## config.mk

```make
export PLATFORM = sky130hd
export DESIGN_NAME = copy_irq_ctrl
export DESIGN_NICKNAME = d
export VERILOG_FILES = /design/src/rtl/cic_pkg.sv /design/src/rtl/cic_wm_cmp.sv /design/src/rtl/cic_chan.sv /design/src/rtl/copy_irq_ctrl.sv
export SDC_FILE = /design/constraint.sdc
export NUM_CORES = 1
export LEC_CHECK = 0
export BUFFER_PORTS_ARGS = -buffer_cell sky130_fd_sc_hd__buf_4
export CORE_UTILIZATION = 50
export DETAILED_ROUTE_END_ITERATION = 16
export PLACE_DENSITY = 0.73
export SYNTH_ARGS = -nofsm -noshare
export SYNTH_HDL_FRONTEND = slang
export SYNTH_SLANG_ARGS = --single-unit
```

## constraint.sdc

```tcl
create_clock -name clk -period 2.45 [get_ports clk]
set_input_delay 0.1225 -clock clk [delete_from_list [all_inputs] [get_ports clk]]
set_output_delay 0.1225 -clock clk [all_outputs]
set_load 0.02 [all_outputs]
```

## src/rtl/cic_pkg.sv

```systemverilog
package cic_pkg;

    // Host status / enable layout (bit positions are visible to software)
    localparam int HS_W      = 5;
    localparam int HS_COPY   = 0;
    localparam int HS_SRC_HI = 1;
    localparam int HS_SRC_LO = 2;
    localparam int HS_DST_HI = 3;
    localparam int HS_DST_LO = 4;

    // Error status / enable layout
    localparam int ES_W   = 2;
    localparam int ES_SRC = 0;
    localparam int ES_DST = 1;

    localparam int SEL_W = 3;

    typedef enum logic [SEL_W-1:0] {
        SEL_HS_CLR = 3'd0,
        SEL_HS_EN  = 3'd1,
        SEL_ES_EN  = 3'd2,
        SEL_ES_CLR = 3'd3,
        SEL_SRC_WM = 3'd4,
        SEL_DST_WM = 3'd5,
        SEL_ATTR   = 3'd6,
        SEL_NONE   = 3'd7
    } cfg_sel_e;

    // Packed so that copy sits in bit 0 and dst_lo in bit 4
    typedef struct packed {
        logic dst_lo;
        logic dst_hi;
        logic src_lo;
        logic src_hi;
        logic copy;
    } host_cause_t;

    typedef struct packed {
        logic dst;
        logic src;
    } err_cause_t;

    // Sticky status update: new events take priority over a clear
    function automatic host_cause_t host_next(host_cause_t cur,
                                              logic [HS_W-1:0] clr,
                                              host_cause_t set);
        return host_cause_t'((cur & ~clr) | set);
    endfunction

    function automatic err_cause_t err_next(err_cause_t cur,
                                            logic [ES_W-1:0] clr,
                                            err_cause_t set);
        return err_cause_t'((cur & ~clr) | set);
    endfunction

endpackage

```

## src/rtl/cic_wm_cmp.sv

```systemverilog
// Occupancy watermark comparator for one ring: emits a one-cycle cause
// when the below-low or above-high condition becomes true.
module cic_wm_cmp #(
    parameter int OCC_W = 8
) (
    input  logic             clk,
    input  logic             rst,
    input  logic [OCC_W-1:0] occ,
    input  logic [OCC_W-1:0] lo_thr,
    input  logic [OCC_W-1:0] hi_thr,
    output logic             lo_ev,
    output logic             hi_ev
);

    logic below, above;
    logic below_q, above_q;

    assign below = (occ < lo_thr);
    assign above = (occ > hi_thr);

    always_ff @(posedge clk) begin
        if (rst) begin
            below_q <= 1'b0;
            above_q <= 1'b0;
        end else begin
            below_q <= below;
            above_q <= above;
        end
    end

    assign lo_ev = below & ~below_q;
    assign hi_ev = above & ~above_q;

endmodule

```

## src/rtl/cic_chan.sv

```systemverilog
// Per-channel status, enables, thresholds and pending indication.
module cic_chan
    import cic_pkg::*;
#(
    parameter int OCC_W = 8,
    localparam int DATA_W = 2 * OCC_W
) (
    input  logic              clk,
    input  logic              rst,
    input  logic              wr_hit,
    input  logic [SEL_W-1:0]  wr_sel,
    input  logic [DATA_W-1:0] wr_data,
    input  logic              ev_copy,
    input  logic              ev_src_err,
    input  logic              ev_dst_err,
    input  logic [OCC_W-1:0]  src_occ,
    input  logic [OCC_W-1:0]  dst_occ,
    output host_cause_t       host_stat,
    output err_cause_t        err_stat,
    output logic              pending
);

    host_cause_t      host_stat_q, host_en_q, host_set, host_en_eff;
    err_cause_t       err_stat_q, err_en_q, err_set;
    logic [OCC_W-1:0] src_lo_q, src_hi_q, dst_lo_q, dst_hi_q;
    logic             cc_off_q;
    logic [HS_W-1:0]  host_clr;
    logic [ES_W-1:0]  err_clr;
    logic             src_lo_ev, src_hi_ev, dst_lo_ev, dst_hi_ev;
    cfg_sel_e         sel;

    assign sel = cfg_sel_e'(wr_sel);

    cic_wm_cmp #(.OCC_W(OCC_W)) u_src_wm (
        .clk    (clk),
        .rst    (rst),
        .occ    (src_occ),
        .lo_thr (src_lo_q),
        .hi_thr (src_hi_q),
        .lo_ev  (src_lo_ev),
        .hi_ev  (src_hi_ev)
    );

    cic_wm_cmp #(.OCC_W(OCC_W)) u_dst_wm (
        .clk    (clk),
        .rst    (rst),
        .occ    (dst_occ),
        .lo_thr (dst_lo_q),
        .hi_thr (dst_hi_q),
        .lo_ev  (dst_lo_ev),
        .hi_ev  (dst_hi_ev)
    );

    always_comb begin
        host_set        = '0;
        host_set.copy   = ev_copy;
        host_set.src_hi = src_hi_ev;
        host_set.src_lo = src_lo_ev;
        host_set.dst_hi = dst_hi_ev;
        host_set.dst_lo = dst_lo_ev;

        err_set     = '0;
        err_set.src = ev_src_err;
        err_set.dst = ev_dst_err;

        host_clr = (wr_hit && sel == SEL_HS_CLR) ? wr_data[HS_W-1:0] : '0;
        err_clr  = (wr_hit && sel == SEL_ES_CLR) ? wr_data[ES_W-1:0] : '0;

        host_en_eff      = host_en_q;
        host_en_eff.copy = host_en_q.copy & ~cc_off_q;
    end

    always_ff @(posedge clk) begin
        if (rst) begin
            host_stat_q <= '0;
            err_stat_q  <= '0;
            host_en_q   <= '0;
            err_en_q    <= '0;
            src_lo_q    <= '0;
            dst_lo_q    <= '0;
            src_hi_q    <= '1;
            dst_hi_q    <= '1;
            cc_off_q    <= 1'b0;
        end else begin
            host_stat_q <= host_next(host_stat_q, host_clr, host_set);
            err_stat_q  <= err_next(err_stat_q, err_clr, err_set);
            if (wr_hit) begin
                case (sel)
                    SEL_HS_EN:  host_en_q <= host_cause_t'(wr_data[HS_W-1:0]);
                    SEL_ES_EN:  err_en_q  <= err_cause_t'(wr_data[ES_W-1:0]);
                    SEL_SRC_WM: begin
                        src_lo_q <= wr_data[OCC_W-1:0];
                        src_hi_q <= wr_data[DATA_W-1:OCC_W];
                    end
                    SEL_DST_WM: begin
                        dst_lo_q <= wr_data[OCC_W-1:0];
                        dst_hi_q <= wr_data[DATA_W-1:OCC_W];
                    end
                    SEL_ATTR:   cc_off_q <= wr_data[0];
                    default: ;
                endcase
            end
        end
    end

    assign host_stat = host_stat_q;
    assign err_stat  = err_stat_q;
    assign pending   = (|(host_stat_q & host_en_eff)) | (|(err_stat_q & err_en_q));

endmodule

```

## src/rtl/copy_irq_ctrl.sv

```systemverilog
// Interrupt aggregation for NUM_CH copy channels onto one shared line.
module copy_irq_ctrl
    import cic_pkg::*;
#(
    parameter int NUM_CH = 8,
    parameter int OCC_W  = 8,
    localparam int CH_W   = (NUM_CH > 1) ? $clog2(NUM_CH) : 1,
    localparam int DATA_W = 2 * OCC_W
) (
    input  logic                    clk,
    input  logic                    rst,
    input  logic                    cfg_we,
    input  logic [CH_W-1:0]         cfg_ch,
    input  logic [SEL_W-1:0]        cfg_sel,
    input  logic [DATA_W-1:0]       cfg_wdata,
    input  logic [NUM_CH-1:0]       ev_copy,
    input  logic [NUM_CH-1:0]       ev_src_err,
    input  logic [NUM_CH-1:0]       ev_dst_err,
    input  logic [NUM_CH*OCC_W-1:0] src_occ,
    input  logic [NUM_CH*OCC_W-1:0] dst_occ,
    output logic [NUM_CH*HS_W-1:0]  host_stat_o,
    output logic [NUM_CH*ES_W-1:0]  err_stat_o,
    output logic [NUM_CH-1:0]       summary_o,
    output logic                    irq_o
);

    logic [NUM_CH-1:0] pend;
    logic              irq_q;

    for (genvar n = 0; n < NUM_CH; n++) begin : g_ch
        logic        hit;
        host_cause_t hs;
        err_cause_t  es;

        assign hit = cfg_we && (cfg_ch == CH_W'(n));

        cic_chan #(.OCC_W(OCC_W)) u_chan (
            .clk        (clk),
            .rst        (rst),
            .wr_hit     (hit),
            .wr_sel     (cfg_sel),
            .wr_data    (cfg_wdata),
            .ev_copy    (ev_copy[n]),
            .ev_src_err (ev_src_err[n]),
            .ev_dst_err (ev_dst_err[n]),
            .src_occ    (src_occ[n*OCC_W +: OCC_W]),
            .dst_occ    (dst_occ[n*OCC_W +: OCC_W]),
            .host_stat  (hs),
            .err_stat   (es),
            .pending    (pend[n])
        );

        assign host_stat_o[n*HS_W +: HS_W] = hs;
        assign err_stat_o[n*ES_W +: ES_W]  = es;
    end

    always_ff @(posedge clk) begin
        if (rst) irq_q <= 1'b0;
        else     irq_q <= |pend;
    end

    assign summary_o = pend;
    assign irq_o     = irq_q;

endmodule

```

# After elaboration in Yosys (flattened, before gate mapping)
# Index checks and enable logic that the tools add are counted.
# totals
ff_bits	409
input_bits	177
out_inout_bits	65
wordCells	481
# op_classes
n_lt_le_gt_ge	32
n_eq_ne	13
muxes	16
n_bitwise	152
n_reduce_logical	83
# op_table
op	count
$gt 8x8->1	16
$lt 8x8->1	16
$and 5x5->5	16
$reduce_and 2->1	40
$and 1x1->1	40
$mux 5	8
$not 1->1	40
$not 5->5	8
$or 5x5->5	8
$reduce_or 5->1	8
$and 2x2->2	16
$logic_and 1x1->1	24
$eq 3x3->1 const B	7
$mux 2	8
$not 2->2	8
$or 2x2->2	8
$reduce_or 2->1	8
$eq 3x2->1 const B	4
$or 1x1->1	8
$reduce_or 8->1	1
$eq 3x1->1 const B	2
$logic_not 3->1	2

# Longest topological paths before layout
# Gate-level depths: netlist of run 1.
# depth
depth_word	7
depth_mapped	7
ltp_nobuf	7

# Modules after synthesis
# Synthesis of run 1 repeated with hierarchy kept, for this count alone.
# unflattened
cells_unflattened	2545
hier_area_um2	21231.6
# modules_own_cells
mod	n_inst	cells_each	area_per_inst_um2	seq_area_each_um2
cic_chan	8	202	1779.2	940.9
cic_wm_cmp	16	57	430.4	40.0
copy_irq_ctrl	1	17	111.4	20.0

# Least setup slack after synthesis of run 1
# No wires, ideal clock.
# synth_path
kind	reg2reg
start	reg g_ch[0].u_chan.src_hi_q[1]
end	reg g_ch[0].u_chan.host_stat_q, in the netlist g_ch[0].u_chan.host_stat[1]
setup_ns	0.137
arrival_ns	1.494
required_ns	2.313
setup_slack_ns	0.819
stages_incl_launch_ff	8
path_buffers	0
synth_period_minus_slack_ns	1.631
cell_sequence	dfxtp_1 > inv_1 > ha_1 > nor2b_1 > o211ai_1 > a21oi_1 > a2111oi_0 > o31ai_1
# synth_between
elab_chain_cells	3
# synth_rtl
element	line	text
from (decl)	cic_chan.sv:25	logic [OCC_W-1:0] src_lo_q, src_hi_q, dst_lo_q, dst_hi_q;
from (signal assigned)	cic_chan.sv:93	src_hi_q <= wr_data[DATA_W-1:OCC_W];
$gt 8x8->1	cic_wm_cmp.sv:19	assign above = (occ > hi_thr);
$and 1x1->1	cic_wm_cmp.sv:32	assign hi_ev = above & ~above_q;
$or 5x5->5	cic_pkg.sv:47	return host_cause_t'((cur & ~clr) | set);
to (signal assigned)	cic_chan.sv:85	host_stat_q <= host_next(host_stat_q, host_clr, host_set);
to (decl)	cic_chan.sv:23	host_cause_t host_stat_q, host_en_q, host_set, host_en_eff;
# No other way between the ends.
# A chain may end at the register's enable or synchronous reset.

# Final worst setup path of run 1
# layout_path
start	reg g_ch[1].u_chan.src_hi_q[1]
end	reg g_ch[1].u_chan.u_src_wm.above_q
# layout_between
elab_chain_cells	1
# layout_rtl
element	line	text
from (decl)	cic_chan.sv:25	
from (signal assigned)	cic_chan.sv:93	
$gt 8x8->1	cic_wm_cmp.sv:19	
to (signal assigned)	cic_wm_cmp.sv:27	above_q <= above;
to (decl)	cic_wm_cmp.sv:16	logic below_q, above_q;
# No other way between the ends.

==> impl_results.md, run 1 <==
* Sum Neg Setup Slack at 0 ns
* Top FF cell, synth: dfxtp_1
* Share of cells above drive strength 1 at 13.5%
* Clock transition at the registers of the reported paths at 0.06 ns
* Synthesized area at 0.0205 sq mm
* Finished Core Util at 61.9%
* Arr. time, crit path at 2.80 ns
* DPL Wire Length at 42,500 um
* Stages on the worst setup path at 8
* Post-synth EDFFs at 0
* Routability congestion estimate from global placement at 0.943
* Dominant cells by area after synthesis: dfxtp_1 (40%), ha_1 (15%), nand2_1 (10%), a21oi_1 (6.4%), inv_1 (4.7%)
* Initial DRC count at 1,464
* Multiplexer area fraction after synthesis at 0.734%
* First-pass GRT wire length at 98,000 um
* Clk sinks at 409
* Number of port buffers at 241
* Area share of the largest cell type after synthesis at 40.0%
* WS Path Type: reg -> reg
* Starting Density at 51.2%
* Clock Skew at 0.0192 ns
* Mapped Nets at 2,939
* I/O pin total at 242
* Worst setup EP type: flip-flop
* Xor/xnor share of the synthesized area at 0%
* Grt ovf at 0
* Fmax at 427 MHz
* Max FO, Critical Path at 2
* Worst slew margin at 33.9%
* Vias at 18.6k
* Final period util at 95.6%
* Post-route setup slack at 0.108 ns
* Mean post-synth cell area at 8.11 sq um
* Async set or reset register ratio after synthesis at 0%
* Commonest cells in the netlist: nand2_1 (561), dfxtp_1 (409), a21oi_1 (261), inv_1 (256), ha_1 (240)
* R2R cell count at 8
* Cell Rows at 73
* Filler-free cell count of the finished design at 3,322
* Count of cell types in the netlist at 46
* Worst slew pin tran at 0.967 ns
* Clock insertion delay at the later pin of the skew report at 0.57 ns
* Routed WL at 63,100 um
* R2R Path End: g_ch[1].u_chan.u_src_wm.above_q
* Hold Path Depth at 4
* Critical Path Max Stage Delay at 0.64 ns
* Leak at 0.0106 uW
* Complex-gate fraction of the synthesized area at 17.8%
* Die Y at 204 um
* Pre-CTS setup slack at 0.202 ns
* Die ar. at 0.0417 sq mm
* Slowest-stage cell, CP: dlygate4sd3_1
* Total power at 15,300 uW
* DIE WIDTH at 204 um
* CTS tree: yes
* Status: finished, final reports clean
* Synth Register Bits at 409
* Post-synthesis cell count at 2,522
* Period minus WS final at 2.34 ns
* Unrepaired setup endpoints after global routing: no
* Final Max Tran Viols at 0
* Post-Synth Adder-Cell Area at 14.7%
* CP delay by family, top: compound AO/OA/AOI/OAI gates
* Layout Nets at 3,181
* Inst Count DP at 3,192
* Number of global-route vias before repair at 18.1k
* Worst Path Required at 2.91 ns
* CTS buffer count at 45
* CP Buf/Inv Count at 2
* Post-synthesis sequential area ratio at 40.0%
* DR vias/cell at 5.60
* Peak supply drop at 0.000445 V
* Largest family of logic cells by synthesized area: simple AND/OR/NAND/NOR gates
* Hold path start: src_occ[22]
* Post-synth top area cell: dfxtp_1
* Final hold violations at 0
* Reg2reg setup slack at 0.11 ns
* Most numerous cell in the Yosys netlist: nand2_1
* Initial antenna violation count at 1
* Post-CTS Setup Inserts at 0
* Max Buffers Root-to-Sink at 3
* Final setup fails at 0
* Crit-path cells: inv_1 -> ha_1 -> nor2b_1 -> o211ai_1 -> a21oi_1 -> a2111oi_0 -> dlygate4sd3_1 -> nor2_1
* Gr usage total at 30.0%
* Antenna-violating nets left at 0
* DRC at 0
* Hold Path Class: in -> reg
* Synth Area in Simple Gates at 18.7%
* DR WL/cell at 19.0 um
* Max_cap viols at 0
* First-pass iteration count of the detailed router at 7
* Crit Reg-Reg Startpoint: g_ch[1].u_chan.src_hi_q[1]
* Layout area overhead at 21.0%
* Core area at 0.0400 sq mm
* H-tree depth at 2
* Hold Path End: g_ch[2].u_chan.u_src_wm.above_q
* Largest net degree at the start of global routing at 93
* Syn. warnings at 0
* Critical path startpoint category: flip-flop
* Power Density at 619 mW/mm^2
* Root buf cell: clkbuf_16
==> cell usage in the layout, fill, tap and decap left out, types with 3 or more instances in the layout <==
| master | count |
|---|---|
| a221oi_1 | 8 |
| o2111ai_1 | 5 |
| a2111oi_0 | 21 |
| nand4b_1 | 3 |
| o211ai_1 | 128 |
| clkbuf_16 | 45 |
| clkbuf_1 | 10 |
| clkinv_2 | 9 |
| buf_4 | 291 |
| dlygate4sd3_1 | 50 |
| nand2b_1 | 19 |
| a32o_1 | 16 |
| nor4_4 | 3 |
| nor2_2 | 4 |
| a211oi_1 | 5 |
| bufinv_16 | 5 |
| a21o_1 | 43 |
| a21oi_1 | 261 |
| nand4_1 | 44 |
| nor3_1 | 7 |
| a22oi_1 | 8 |
| nor2b_1 | 16 |
| inv_1 | 256 |
| ha_1 | 240 |
| o31a_1 | 5 |
| o31ai_1 | 16 |
| nand2_1 | 561 |
| nor2_1 | 116 |
| a211o_1 | 22 |
| mux2i_1 | 15 |
| o21ai_0 | 16 |
| nand3b_1 | 9 |
| a22o_1 | 8 |
| dfxtp_1 | 409 |
| clkbuf_8 | 8 |
| buf_12 | 5 |
| nand3_1 | 89 |
==> flip-flops by register name (all words and copies together), names as in the netlist <==
register / count
g_ch.u_chan.cc_off_q: 8
g_ch.u_chan.dst_hi_q: 64
g_ch.u_chan.dst_lo_q: 64
g_ch.u_chan.err_en_q: 16
g_ch.u_chan.err_stat: 16
g_ch.u_chan.host_en_eff: 32
g_ch.u_chan.host_en_q: 8
g_ch.u_chan.host_stat: 40
g_ch.u_chan.src_hi_q: 64
g_ch.u_chan.src_lo_q: 64
g_ch.u_chan.u_dst_wm.above_q: 8
g_ch.u_chan.u_dst_wm.below_q: 8
g_ch.u_chan.u_src_wm.above_q: 8
g_ch.u_chan.u_src_wm.below_q: 8
irq_o: 1
==> cell families after synthesis <==
kind of cell | after synthesis
muxes | 15
buffers and inverters | 409
DFF | 409
adders and majority gates | 240
and+or+nand+nor | 887
AOI/OAI and AO/OA | 562
==> timing repair <==
| item | in CTS | in global routing |
|---|---|---|
| gates resized for setup | 0 | 0 |
| hold buffers | 50 | 0 |
| endpoints found under the hold margin | 108 | 0 |
==> worst register-to-register path: stages, from the launching register on <==
cell and delay (ns):
dfxtp_1 0.31, inv_1 0.05, ha_1 0.28, nor2b_1 0.13, o211ai_1 0.16, a21oi_1 0.09
a2111oi_0 0.54, dlygate4sd3_1 0.64, nor2_1 0.04
==> how the worst max path moves through the flow <==
stage / start / endpoint / slack (ns)
detailed placement: g_ch[3].u_chan.src_hi_q[1] / g_ch[3].u_chan.host_stat[1] / 0.20
CTS: g_ch[3].u_chan.src_hi_q[1] / g_ch[3].u_chan.host_stat[1] / 0.18
global placement: g_ch[3].u_chan.src_hi_q[1] / g_ch[3].u_chan.host_stat[1] / 0.15
floorplan: g_ch[0].u_chan.src_hi_q[1] / g_ch[0].u_chan.host_stat[1] / 0.82
global route: g_ch[3].u_chan.src_hi_q[1] / g_ch[3].u_chan.host_stat[1] / 0.02
finish: g_ch[1].u_chan.src_hi_q[1] / g_ch[1].u_chan.u_src_wm.above_q / 0.11
==> cell type report <==
class                           instances  area (sq um)
Tap cell                              525           657
Antenna cell                            1          2.50
Timing Repair Buffer                  347          2800
Clock inverter                         16           213
Clock buffer                           63          1270
Fill cell                            3418         15300
Sequential cell                       409          8190
Multi-Input combinational cell       1704         10700
Inverter                              257           967
==> metrics by stage <==
step	hold WS, ns	instance area [sq um]
detailed placement	0.343	22800
global placement	0.332	22800
finish	0.0173	24800
CTS	0.00617	24800
floorplan	0.240	20500
global route	0.0315	24800
==> per-layer routing <==
| metal | part of all wire [%] | routed length, um | track usage, % | vias to the layer above |
|---|---|---|---|---|
| li1 | - | - | - | 9074 |
| met1 | 42 | 26400 | 37.8 | 8744 |
| met3 | 7.0 | 4440 | 4.74 | 147 |
| met2 | 47 | 29800 | 50.6 | 639 |
| met4 | 3.9 | 2460 | 13.1 | 0 |
| met5 | 0 | 0 | 0 | - |
==> power by group <==
group / internal [uW] / leakage, uW / switching (uW)
registers: 6760 / 0.00332 / 88.3
logic: 638 / 0.00651 / 921
clock network: 4140 / 0.000739 / 2780
Note: power is estimated with default switching activity, not from simulation.
==> run 2, diff against run 1 <==
--- a/config.mk
+++ b/config.mk
@@ -6,9 +6,11 @@
 export NUM_CORES = 1
 export LEC_CHECK = 0
 export BUFFER_PORTS_ARGS = -buffer_cell sky130_fd_sc_hd__buf_4
-export CORE_UTILIZATION = 50
+export CELL_PAD_IN_SITES_DETAIL_PLACEMENT = 1
+export CELL_PAD_IN_SITES_GLOBAL_PLACEMENT = 1
+export CORE_UTILIZATION = 47
 export DETAILED_ROUTE_END_ITERATION = 16
-export PLACE_DENSITY = 0.73
+export PLACE_DENSITY = 0.88
 export SYNTH_ARGS = -nofsm -noshare
 export SYNTH_HDL_FRONTEND = slang
 export SYNTH_SLANG_ARGS = --single-unit
==> impl_results.md, run 2 (synthesis results as in run 1) <==
* DR vias/cell at 5.85 (was 5.60)
* Die ar. at 0.0444 sq mm (was 0.0417 sq mm)
* Final cell area excluding filler cells at 0.0250 sq mm (was 0.0248 sq mm)
* Period minus WS final at 2.32 ns (was 2.34 ns)
* Grt ovf at 0 (unchanged)
* Initial antenna violation count at 5 (was 1)
* Final period util at 94.9% (was 95.6%)
* Unrepaired setup endpoints after global routing: no (unchanged)
* Arr. time, crit path at 2.79 ns (was 2.80 ns)
* Largest net degree at the start of global routing at 72 (was 93)
* Final Max Tran Viols at 0 (unchanged)
* Starting Density at 47.6% (was 51.2%)
* Hold Path Class: in -> reg (unchanged)
* DR WL/cell at 22.9 um (was 19.0 um)
* Total power at 15,700 uW (was 15,300 uW)
* CTS buffer count at 45 (unchanged)
* Fmax at 430 MHz (was 427 MHz)
* WS Path Type: reg -> reg (unchanged)
* Final setup fails at 0 (unchanged)
* Post-route setup slack at 0.126 ns (was 0.108 ns)
* Peak supply drop at 0.000527 V (was 0.000445 V)
* Pre-CTS setup slack at 0.414 ns (was 0.202 ns)
* First-pass iteration count of the detailed router at 5 (was 7)
* Core area at 0.0430 sq mm (was 0.0400 sq mm)
* Highest-count cells in the layout ignoring fill and taps: nand2_1 (561), dfxtp_1 (409), buf_4 (291) (unchanged)
* Leak at 0.0106 uW (about the same)
* Gr usage total at 34.5% (was 30.0%)
* Clock insertion delay at the later pin of the skew report at 0.59 ns (was 0.57 ns)
* Number of global-route vias before repair at 21.5k (was 18.1k)
* Layout Nets at 3,189 (was 3,181)
* Clock Skew at 0.0275 ns (was 0.0192 ns)
* Status: finished, final reports clean (unchanged)
* Most common cell after layout, fill and taps aside: nand2_1 (unchanged)
* First-pass GRT wire length at 119,000 um (was 98,000 um)
* Max FO, Critical Path at 2 (unchanged)
* Routed WL at 77,600 um (was 63,100 um)
* CP Buf/Inv Count at 2 (unchanged)
* Worst slew margin at 47.4% (was 33.9%)
* Worst setup EP type: flip-flop (unchanged)
* CP delay by family, top: compound AO/OA/AOI/OAI gates (unchanged)
* Vias at 19.8k (was 18.6k)
* Final hold violations at 0 (unchanged)
* Antenna-violating nets left at 0 (unchanged)
* H-tree depth at 2 (unchanged)
* Number of port buffers at 241 (unchanged)
* Critical Path Max Stage Delay at 0.64 ns (about the same)
* Cell Rows at 76 (was 73)
* Sum Neg Setup Slack at 0 ns (unchanged)
* Max_cap viols at 0 (unchanged)
* DIE WIDTH at 211 um (was 204 um)
* Clock transition at the registers of the reported paths at 0.07 ns (was 0.06 ns)
* Slowest-stage cell, CP: dlygate4sd3_1 (unchanged)
* DRC at 0 (unchanged)
* Root buf cell: clkbuf_16 (unchanged)
* Die Y at 211 um (was 204 um)
* Critical path startpoint category: flip-flop (unchanged)
* Clk sinks at 409 (unchanged)
* Initial DRC count at 1,224 (was 1,464)
* I/O pin total at 242 (unchanged)
* Worst Path Required at 2.92 ns (was 2.91 ns)
* Area after DPL at 0.0228 sq mm (about the same)
* Routability congestion estimate from global placement at 0.870 (was 0.943)
* Worst slew pin tran at 0.789 ns (was 0.967 ns)
* Max Buffers Root-to-Sink at 3 (unchanged)
* DPL Wire Length at 50,000 um (was 42,500 um)
* Layout area overhead at 21.9% (was 21.0%)
* Crit-path cells: inv_1 -> ha_1 -> nor2b_1 -> o211ai_1 -> a21oi_1 -> a2111oi_1 -> dlygate4sd3_1 -> nor2_1 (was inv_1 -> ha_1 -> nor2b_1 -> o211ai_1 -> a21oi_1 -> a2111oi_0 -> dlygate4sd3_1 -> nor2_1)
* CTS tree: yes (unchanged)
* Power Density at 627 mW/mm^2 (was 619 mW/mm^2)
* Share of cells above drive strength 1 at 13.5% (about the same)
-- run 2: changes by cell type in the layout (fill, tap and decap cells not counted), sizes merged --
cell,previous run,this run
clkinvlp,0,2
bufinv,5,4
diode,1,3
dlygate4sd3,50,59
buf,297,296
clkbuf,63,65
inv,259,258
-- run 2: through the flow --
step                      hold slack, ns  utilization [%]  cells
after floorplan                    0.240                -   2522
after detailed placement           0.354             53.1   3251
after global placement             0.333             53.1   3251
after global routing              0.0137             58.1   3393
final                             0.0233             58.1   3394
after CTS                       0.000198             58.0   3391
-- run 2: worst reg2reg max path: stages (launching register included) --
cell	delay, ns
dfxtp_1	0.31
inv_1	0.05
ha_1	0.30
nor2b_1	0.14
o211ai_1	0.17
a21oi_1	0.09
a2111oi_1	0.47
dlygate4sd3_1	0.65
nor2_1	0.05
-- run 2: worst paths after layout --
| path | from | to | slack [ns] | cells past startpoint |
|---|---|---|---|---|
| worst min-delay path | src_occ[31] | g_ch[3].u_chan.u_src_wm.below_q | 0.02 | 4 |
| worst max-delay path | g_ch[1].u_chan.src_hi_q[1] | g_ch[1].u_chan.u_src_wm.above_q | 0.13 | 8 |
| worst min register to register | g_ch[6].u_chan.u_dst_wm.above_q | g_ch[6].u_chan.host_stat[3] | 0.42 | 1 |
| worst max register to register | g_ch[1].u_chan.src_hi_q[1] | g_ch[1].u_chan.u_src_wm.above_q | 0.13 | 8 |
-- run 2: power breakdown --
group | internal, uW | switching (uW) | leakage [uW] | total (uW)
sequential | 6760 | 103 | 0.00332 | 6860
combinational | 656 | 993 | 0.00654 | 1650
clock | 4230 | 2920 | 0.000757 | 7140
total | 11600 | 4020 | 0.0106 | 15700
-- run 2: layer usage --
| layer | up-vias | share of wire (%) | GRT usage (%) |
|---|---|---|---|
| met5 | - | 0.033 | 0 |
| met4 | 4 | 6.4 | 21.5 |
| met3 | 284 | 5.6 | 5.50 |
| met2 | 696 | 48 | 60.3 |
| met1 | 9760 | 39 | 39.4 |
| li1 | 9096 | - | - |
-- run 2: what timing repair did --
| action | in CTS | in global routing |
|---|---|---|
| hold endpoints to repair | 108 | 0 |
| buffers inserted | 0 | 0 |
| setup endpoints to repair | 0 | 2 |
| hold buffers | 59 | 0 |
| gates resized for setup | 0 | 2 |
-- run 2: area by class of cell --
| class | count | area (sq um) |
|---|---|---|
| fillers | 5140 | 18000 |
| flip-flops and latches | 409 | 8190 |
| inverters | 257 | 967 |
| well taps | 585 | 732 |
| diodes | 3 | 7.51 |
| clock inverters | 16 | 189 |
| clock buffers | 65 | 1340 |
| repair buffers | 355 | 2870 |
| multi-input cells | 1704 | 10700 |
